**config.mk**
```make
export PLATFORM = sky130hd
export DESIGN_NAME = bank_mmu
export DESIGN_NICKNAME = d
export VERILOG_FILES = /design/src/rtl/bmmu_pkg.sv /design/src/rtl/bmmu_wr_decode.sv /design/src/rtl/bmmu_ctrl_regs.sv /design/src/rtl/bmmu_map_file.sv /design/src/rtl/bmmu_translate.sv /design/src/rtl/bank_mmu.sv
export SDC_FILE = /design/constraint.sdc
export NUM_CORES = 1
export LEC_CHECK = 0
export BUFFER_PORTS_ARGS = -buffer_cell sky130_fd_sc_hd__buf_2
export CAP_MARGIN = 30
export CORE_ASPECT_RATIO = 1.2
export CORE_MARGIN = 5
export CORE_UTILIZATION = 29
export DETAILED_ROUTE_END_ITERATION = 16
export PLACE_DENSITY = 0.46
export SLEW_MARGIN = 10
export SYNTH_ARGS = -nofsm -noshare
export SYNTH_HDL_FRONTEND = slang
export SYNTH_HIERARCHICAL = 1
export SYNTH_SLANG_ARGS = --single-unit
```
**constraint.sdc**
```tcl
create_clock -name clk -period 2.11 [get_ports clk]
set_input_delay 0.1055 -clock clk [delete_from_list [all_inputs] [get_ports clk]]
set_output_delay 0.1055 -clock clk [all_outputs]
set_load 0.01 [all_outputs]
```
**src/rtl/bmmu_pkg.sv**
```systemverilog
package bmmu_pkg;
    // Decoded register-write request
    typedef struct packed {
        logic map_we;
        logic [3:0] map_idx;
        logic ext_we;
        logic vhi_we;
        logic vlo_we;
    } bmmu_wr_t;

    // Reset block number of mapping register n: fixed base plus window
    function automatic int unsigned bmmu_rst_block(input int unsigned base,
                                                   input int unsigned n,
                                                   input int unsigned slots);
        return base + (n % slots);
    endfunction
endpackage

```
**src/rtl/bmmu_wr_decode.sv**
```systemverilog
module bmmu_wr_decode #(
    parameter int CPU_AW = 16,
    parameter int IDX_W = 4,
    parameter logic [15:0] MAP_BASE = 16'hFFA0,
    parameter logic [15:0] EXT_ADDR = 16'hFF9B,
    parameter logic [15:0] VHI_ADDR = 16'hFF9D,
    parameter logic [15:0] VLO_ADDR = 16'hFF9E
) (
    input  logic              wr_en,
    input  logic [CPU_AW-1:0] wr_addr,
    output bmmu_pkg::bmmu_wr_t wr_req
);
    logic map_hit;

    always_comb begin
        map_hit = (wr_addr[CPU_AW-1:IDX_W] == MAP_BASE[CPU_AW-1:IDX_W]);
        wr_req.map_we = wr_en && map_hit;
        wr_req.map_idx = wr_addr[IDX_W-1:0];
        wr_req.ext_we = wr_en && (wr_addr == EXT_ADDR);
        wr_req.vhi_we = wr_en && (wr_addr == VHI_ADDR);
        wr_req.vlo_we = wr_en && (wr_addr == VLO_ADDR);
    end
endmodule

```
**src/rtl/bmmu_ctrl_regs.sv**
```systemverilog
module bmmu_ctrl_regs #(
    parameter int VEXT_W = 4,
    parameter int BANK_W = 2,
    parameter int BYTE_W = 8,
    localparam int EXT_W = VEXT_W + BANK_W
) (
    input  logic              clk,
    input  logic              rst_n,
    input  logic              ext_we,
    input  logic              vhi_we,
    input  logic              vlo_we,
    input  logic [EXT_W-1:0]  ext_d,
    input  logic [BYTE_W-1:0] byte_d,
    output logic [BANK_W-1:0] cpu_bank,
    output logic [VEXT_W+2*BYTE_W-1:0] vid_offset
);
    logic [EXT_W-1:0]  ext_q;
    logic [BYTE_W-1:0] vhi_q;
    logic [BYTE_W-1:0] vlo_q;

    always_ff @(posedge clk) begin
        if (!rst_n) begin
            ext_q <= '0;
            vhi_q <= '0;
            vlo_q <= '0;
        end else begin
            if (ext_we) ext_q <= ext_d;
            if (vhi_we) vhi_q <= byte_d;
            if (vlo_we) vlo_q <= byte_d;
        end
    end

    always_comb begin
        cpu_bank = ext_q[EXT_W-1:VEXT_W];
        vid_offset = {ext_q[VEXT_W-1:0], vhi_q, vlo_q};
    end
endmodule

```
**src/rtl/bmmu_map_file.sv**
```systemverilog
module bmmu_map_file #(
    parameter int NREG = 16,
    parameter int SLOTS = 8,
    parameter int BLK_W = 10,
    parameter int BYTE_W = 8,
    parameter int DEF_BASE = 'h38,
    localparam int IDX_W = $clog2(NREG),
    localparam int BANK_W = BLK_W - BYTE_W
) (
    input  logic              clk,
    input  logic              rst_n,
    input  logic              we,
    input  logic [IDX_W-1:0]  idx,
    input  logic [BYTE_W-1:0] data,
    input  logic [BANK_W-1:0] bank,
    output logic [NREG-1:0][BLK_W-1:0] blocks
);
    for (genvar gi = 0; gi < NREG; gi++) begin : g_reg
        localparam logic [BLK_W-1:0] RST_BLK =
            BLK_W'(bmmu_pkg::bmmu_rst_block(DEF_BASE, gi, SLOTS));
        always_ff @(posedge clk) begin
            if (!rst_n) begin
                blocks[gi] <= RST_BLK;
            end else if (we && (idx == IDX_W'(gi))) begin
                // bank bits are captured only here, at the write
                blocks[gi] <= {bank, data};
            end
        end
    end
endmodule

```
**src/rtl/bmmu_translate.sv**
```systemverilog
module bmmu_translate #(
    parameter int CPU_AW = 16,
    parameter int PAGE_W = 13,
    parameter int BLK_W = 10,
    parameter int TASK_W = 1,
    parameter int DEF_BASE = 'h38,
    localparam int SLOT_W = CPU_AW - PAGE_W,
    localparam int NREG = (1 << (SLOT_W + TASK_W))
) (
    input  logic [CPU_AW-1:0] cpu_addr,
    input  logic [TASK_W-1:0] task_sel,
    input  logic              mmu_en,
    input  logic [NREG-1:0][BLK_W-1:0] blocks,
    output logic [BLK_W+PAGE_W-1:0] phys_addr
);
    logic [SLOT_W-1:0] slot;
    logic [BLK_W-1:0]  blk;

    always_comb begin
        slot = cpu_addr[CPU_AW-1:PAGE_W];
        if (mmu_en) blk = blocks[{task_sel, slot}];
        else        blk = BLK_W'(DEF_BASE) + BLK_W'(slot);
        phys_addr = {blk, cpu_addr[PAGE_W-1:0]};
    end
endmodule

```
**src/rtl/bank_mmu.sv**
```systemverilog
module bank_mmu #(
    parameter int CPU_AW = 16,
    parameter int PAGE_W = 13,
    parameter int BYTE_W = 8,
    parameter int BANK_W = 2,
    parameter int VEXT_W = 4,
    parameter int TASK_W = 1,
    parameter int DEF_BASE = 'h38,
    parameter logic [15:0] MAP_BASE = 16'hFFA0,
    parameter logic [15:0] EXT_ADDR = 16'hFF9B,
    parameter logic [15:0] VHI_ADDR = 16'hFF9D,
    parameter logic [15:0] VLO_ADDR = 16'hFF9E,
    localparam int BLK_W = BYTE_W + BANK_W,
    localparam int PHYS_W = BLK_W + PAGE_W,
    localparam int SLOTS = 1 << (CPU_AW - PAGE_W),
    localparam int NREG = SLOTS << TASK_W,
    localparam int IDX_W = $clog2(NREG),
    localparam int VOFF_W = VEXT_W + 2 * BYTE_W
) (
    input  logic              clk,
    input  logic              rst_n,
    input  logic              wr_en,
    input  logic [CPU_AW-1:0] wr_addr,
    input  logic [BYTE_W-1:0] wr_data,
    input  logic [CPU_AW-1:0] cpu_addr,
    input  logic [TASK_W-1:0] task_sel,
    input  logic              mmu_en,
    output logic [PHYS_W-1:0] phys_addr,
    output logic [VOFF_W-1:0] vid_offset
);
    bmmu_pkg::bmmu_wr_t wr_req;
    logic [BANK_W-1:0]  cpu_bank;
    logic [NREG-1:0][BLK_W-1:0] blocks;

    bmmu_wr_decode #(
        .CPU_AW(CPU_AW), .IDX_W(IDX_W), .MAP_BASE(MAP_BASE),
        .EXT_ADDR(EXT_ADDR), .VHI_ADDR(VHI_ADDR), .VLO_ADDR(VLO_ADDR)
    ) u_dec (
        .wr_en(wr_en), .wr_addr(wr_addr), .wr_req(wr_req)
    );

    bmmu_ctrl_regs #(
        .VEXT_W(VEXT_W), .BANK_W(BANK_W), .BYTE_W(BYTE_W)
    ) u_ctrl (
        .clk(clk), .rst_n(rst_n),
        .ext_we(wr_req.ext_we), .vhi_we(wr_req.vhi_we), .vlo_we(wr_req.vlo_we),
        .ext_d(wr_data[VEXT_W+BANK_W-1:0]), .byte_d(wr_data),
        .cpu_bank(cpu_bank), .vid_offset(vid_offset)
    );

    bmmu_map_file #(
        .NREG(NREG), .SLOTS(SLOTS), .BLK_W(BLK_W), .BYTE_W(BYTE_W),
        .DEF_BASE(DEF_BASE)
    ) u_maps (
        .clk(clk), .rst_n(rst_n),
        .we(wr_req.map_we), .idx(wr_req.map_idx[IDX_W-1:0]),
        .data(wr_data), .bank(cpu_bank), .blocks(blocks)
    );

    bmmu_translate #(
        .CPU_AW(CPU_AW), .PAGE_W(PAGE_W), .BLK_W(BLK_W),
        .TASK_W(TASK_W), .DEF_BASE(DEF_BASE)
    ) u_xlat (
        .cpu_addr(cpu_addr), .task_sel(task_sel), .mmu_en(mmu_en),
        .blocks(blocks), .phys_addr(phys_addr)
    );
endmodule

```
Word level (Yosys, flattened, before mapping)
Index checks and enable logic that the tools add are counted.
{"block": "op_classes", "add_sub_neg": 1, "multipliers": 0, "div": 0, "order_cmp": 1, "n_eq_ne": 19, "shift": 0, "muxes": 3, "bitwise": 0, "reduce_logical": 21}
{"cell": "$eq A16 B16 Y1 const B", "n": 3}
{"cell": "$bmux W10 S4", "n": 1}
{"cell": "$eq A4 B4 Y1 const B", "n": 8}
{"cell": "$logic_and A1 B1 Y1", "n": 20}
{"cell": "$mux W10", "n": 2}
{"cell": "$eq A4 B3 Y1 const B", "n": 4}
{"cell": "$eq A12 B12 Y1 const B", "n": 1}
{"cell": "$eq A4 B2 Y1 const B", "n": 2}
{"cell": "$add A6 B3 Y7 const A", "n": 1}
{"cell": "$lt A4 B5 Y1 const B", "n": 1}
{"cell": "$eq A4 B1 Y1 const B", "n": 1}
{"cell": "$logic_not A4 Y1", "n": 1}
{"block": "word_totals", "regBits": 182, "latch_bits": 0, "ram_bits": 0, "romBits": 0, "input_bits": 45, "out_inout_bits": 43, "word_cells": 64, "n_memories": 0}

Longest topological paths before layout
{"block": "depth", "word_depth": 3, "mapped_depth": 8, "depth_no_buf": 6}

Hierarchy
The synthesis kept the hierarchy.
{"module": "bmmu_map_file", "n_inst": 1, "cells_each": 572, "area_each_um2": 6118.4, "seq_area_each_um2": 3203.1}
{"module": "bmmu_translate", "n_inst": 1, "cells_each": 121, "area_each_um2": 1452.6, "seq_area_each_um2": 0.0}
{"module": "bmmu_ctrl_regs", "n_inst": 1, "cells_each": 71, "area_each_um2": 838.3, "seq_area_each_um2": 440.4}
{"module": "bmmu_wr_decode", "n_inst": 1, "cells_each": 18, "area_each_um2": 118.9, "seq_area_each_um2": 0.0}

Least setup slack after synthesis
Ideal clock, no wire load.
{"block": "synth_timing", "kind": "input port to flip-flop", "startpoint": "in wr_addr[6]", "endpoint": "reg u_maps/blocks[32] (netlist bit)", "setup_time_ns": 0.072, "arrival_time_ns": 1.649, "required_ns": 2.038, "setup_slack_ns": 0.389, "path_stages": 8, "n_path_buf": 2, "path_cell_list": "and4b_1 -> nand4_2 -> nor4_1 -> nor3b_1 -> buf_4 -> and3_1 -> buf_4 -> mux2i_1"}
{"element": "start, declared", "line_no": "bank_mmu.sv:23", "source": "input logic [CPU_AW-1:0] wr_addr,"}
{"element": "end signal, assigned by index", "line_no": "bmmu_map_file.sv:26", "source": "blocks[gi] <= {bank, data};"}
{"element": "end, declared", "line_no": "bmmu_map_file.sv:16", "source": "output logic [NREG-1:0][BLK_W-1:0] blocks"}

Worst setup path in the final report
{"block": "layout_timing", "startpoint": "reg u_maps/blocks[30] (netlist bit)", "endpoint": "out phys_addr[13]"}
{"block": "layout_via", "elab_chain_len": 3}
{"element": "$bmux W10 S4", "line_no": "bmmu_translate.sv:21", "source": "if (mmu_en) blk = blocks[{task_sel, slot}];"}
{"element": "$mux W10 (not written as such)", "line_no": "bmmu_translate.sv:21"}
{"element": "$mux W10", "line_no": "bmmu_translate.sv:21"}
{"element": "end, declared", "line_no": "bank_mmu.sv:28", "source": "output logic [PHYS_W-1:0] phys_addr,"}
No other way between the ends. The select of a mux whose other input is x is not followed.

==> summary.md <==
| Metric | Value |
|---|---|
| Max-Cap Viols | `0` |
| Final nets | `868` |
| Initial antenna violation count | `0` |
| Number of synthesized register bits | `182` |
| Sink Count | `182` |
| Met2 WL | `10200 um` |
| Non-filler cells, final | `between 1000 and 1500` |
| F_max | `500 MHz` |
| Die area | `0.0330 sq mm` |
| Hold WS | `0.0340 ns` |
| Placer Congestion | `0.715` |
| GRT Total Usage | `13.5%` |
| Status | `finished clean` |
| H-tree depth | `4` |
| DRT Pass-1 Iters | `4` |
| Fraction of registers with async set/reset | `0%` |
| Logic pwr share | `under 10%` |
| Drt wl/cell | `roughly 18 um` |
| Period utilization | `94.8%` |
| Clock network fraction of total power | `~45%` |
| First-pass GRT wire length | `34900 um` |
| Startpoint types | `flop` |
| Layout cells sized above 1 | `22.0%` |
| Final antenna-violating net count | `0` |
| CP Capture Type | `output port` |
| Hold crit path type | `in -> reg` |
| Leakage power figure | `4.49 nW` |
| Max Slew Vio Count | `0` |
| Clock skew | `0.0107 ns` |
| Post-Place Setup Slack | `0.104 ns` |
| Vias | `5662` |
| Sw frac | `23.6%` |
| Core ar. | `0.0289 sq mm` |
| Ys flop type | `dfxtp_1` |
| Metal-1 WL | `roughly 10000 um` |
| Yosys Warn Count | `6` |
| Top sig layer | `met4` |
| Int Power | `5.33 mW` |
| Clock Tree Buf Depth | `2` |
| Setup Total Neg Slack | `0 ns` |
| Area growth, synth to finish | `14.4%` |
| IO Pins | `88` |
| Fin crit period | `2.00 ns` |
| Clock slew seen by the registers of the worst setup and hold paths | `0.07 ns` |
| Critical Path Fanout Max | `2` |
| Register share of total power | `between 40% and 50%` |
| Worst skew pair latency | `between 0.4 and 0.5 ns` |
| Starting Density | `29.5%` |
| Iteration-0 DRC Markers | `289` |
| Global route overflow | `0` |
| Sequential fraction of the synthesis area | `42.7%` |
| Largest net degree at the start of global routing | `about 100` |
| Synth Cell Area | `0.00853 sq mm` |
| Met3 Routed Length | `about 750 um` |
| Vias per cell | `4.64` |
| ANT cells | `0` |
| Num CTS Buffers | `17` |
| Synth top cells by count | `mux2i_1, dfxtp_1, nand2_1` |
| Syn Area/Cell | `10.9 sq um` |
| Top-count cell post-synth | `mux2i_1` |
| Synth area leader | `dfxtp_1` |
| CTS tree | `yes` |
| Syn Nets | `827` |
| Slew HR | `roughly half` |
| Gate Count Post-Synth | `782` |
| Final core utilization | `33.7%` |
| Kind of critical path | `reg -> out` |
| Die Span Y | `198 um` |
| Worst VDD drop | `0.548 mV` |
| EDFF count, synth | `0` |
| Number of global-route vias before repair | `5938` |
| Distinct cell type count of the synthesized netlist | `39` |
| DRC violations left | `0` |
| Placed cell count | `about 1200` |
| Row Count | `68` |
| Final wirelength | `~22000 um` |
| CP arrival | `1.89 ns` |
| Root Buffer | `clkbuf_16` |
| I/O Buffers | `61` |
| Die Width | `about 170 um` |
| Setup Viol. Count Final | `0` |
| Switch Pwr | `1.65 mW` |
| Unrepaired setup endpoints after global routing | `false` |
| Final hold vios | `0` |
| Pwr Density | `715 mW/mm^2` |
| Worst-margin pin slew | `approximately 0.73 ns` |
| Synth top area share | `42.7%` |
| Synth area leaders | `dfxtp_1, mux2i_1, mux4_2` |
| HPWL Detailed | `~15000 um` |
| CP Data Required Time | `2.00 ns` |
| Final WS setup | `0.110 ns` |
-- kinds of logic after synthesis --
kind of cell,share of synthesized area (%)
AOI/OAI and AO/OA,2.45
buffers and inverters,6.44
muxes,31.9
DFF,42.7
and+or+nand+nor,16.5
-- metrics by stage --
| step | total power, mW | cell area, sq um |
|---|---|---|
| 2_1_floorplan | 3.79 | 8530 |
| 3_3_place_gp | 3.90 | 9150 |
| 3_5_place_dp | 3.89 | 9150 |
| 4_1_cts | 7.09 | 9750 |
| 5_1_grt | 7.25 | 9760 |
| 6_report | 6.98 | 9760 |
-- what timing repair did --
action	in CTS	in global routing
hold buffers	3	0
resized for setup	0	1
setup endpoints to repair	0	1
buffers inserted	0	0
hold endpoints to repair	6	0
-- area by class of cell --
type                    count  area [sq um]
fillers                  2978         19200
multi-input cells         512          4360
flip-flops and latches    182          3640
repair buffers            100           658
well taps                 385           482
clock buffers              18           429
clock inverters            13           149
inverters                  10          37.5
-- registers in the layout (all words and copies together) (netlist names) --
name	flops
u_maps/blocks	160
u_ctrl/vhi_q	8
u_ctrl/vlo_q	8
u_ctrl/ext_q	6
-- final timing paths --
path                                         from           endpoint  slack, ns  cells past startpoint
worst max-delay path            u_maps/blocks[30]      phys_addr[13]       0.11                      5
worst min-delay path                   wr_data[0]  u_maps/blocks[90]       0.03                      3
worst max register to register    u_ctrl/ext_q[5]  u_maps/blocks[49]       0.93                      2
worst min register to register  u_maps/blocks[97]  u_maps/blocks[97]       0.46                      2
-- layer usage --
layer,global-route usage [%],up-vias
met2,22.6,101
li1,-,2775
met3,2.58,20
met5,0,-
met4,3.55,0
met1,18.0,2766
-- power groups by stage --
stage	registers (mW)	logic [mW]	clock network [mW]
after floorplan	3.51	0.275	0
after global placement	3.51	0.386	0
after detailed placement	3.51	0.382	0
after CTS	3.43	0.387	3.27
after global routing	3.43	0.412	3.41
final	3.43	0.380	3.17
-- cell usage in the layout, fill, tap and decap left out, types with 4 or more instances in the layout --
cell type  instances
a21oi_1            8
buf_12             4
buf_2             60
buf_4             33
clkbuf_16         17
dfxtp_1          182
inv_1             10
inv_6              4
mux2i_1          187
mux4_2            37
nand2_1          102
nand2_4            9
nand2b_1          10
nand3_1           15
nor2b_1           95
o211ai_1           8
o22ai_1            4
-- worst max-delay path: stages (launching register included) --
cell and delay [ns]:
dfxtp_1 0.31, mux2_1 0.31, nor3b_1 0.20, nor4b_1 0.08, a221o_1 0.41, buf_2 0.16
(Power assumes the default switching activity.)
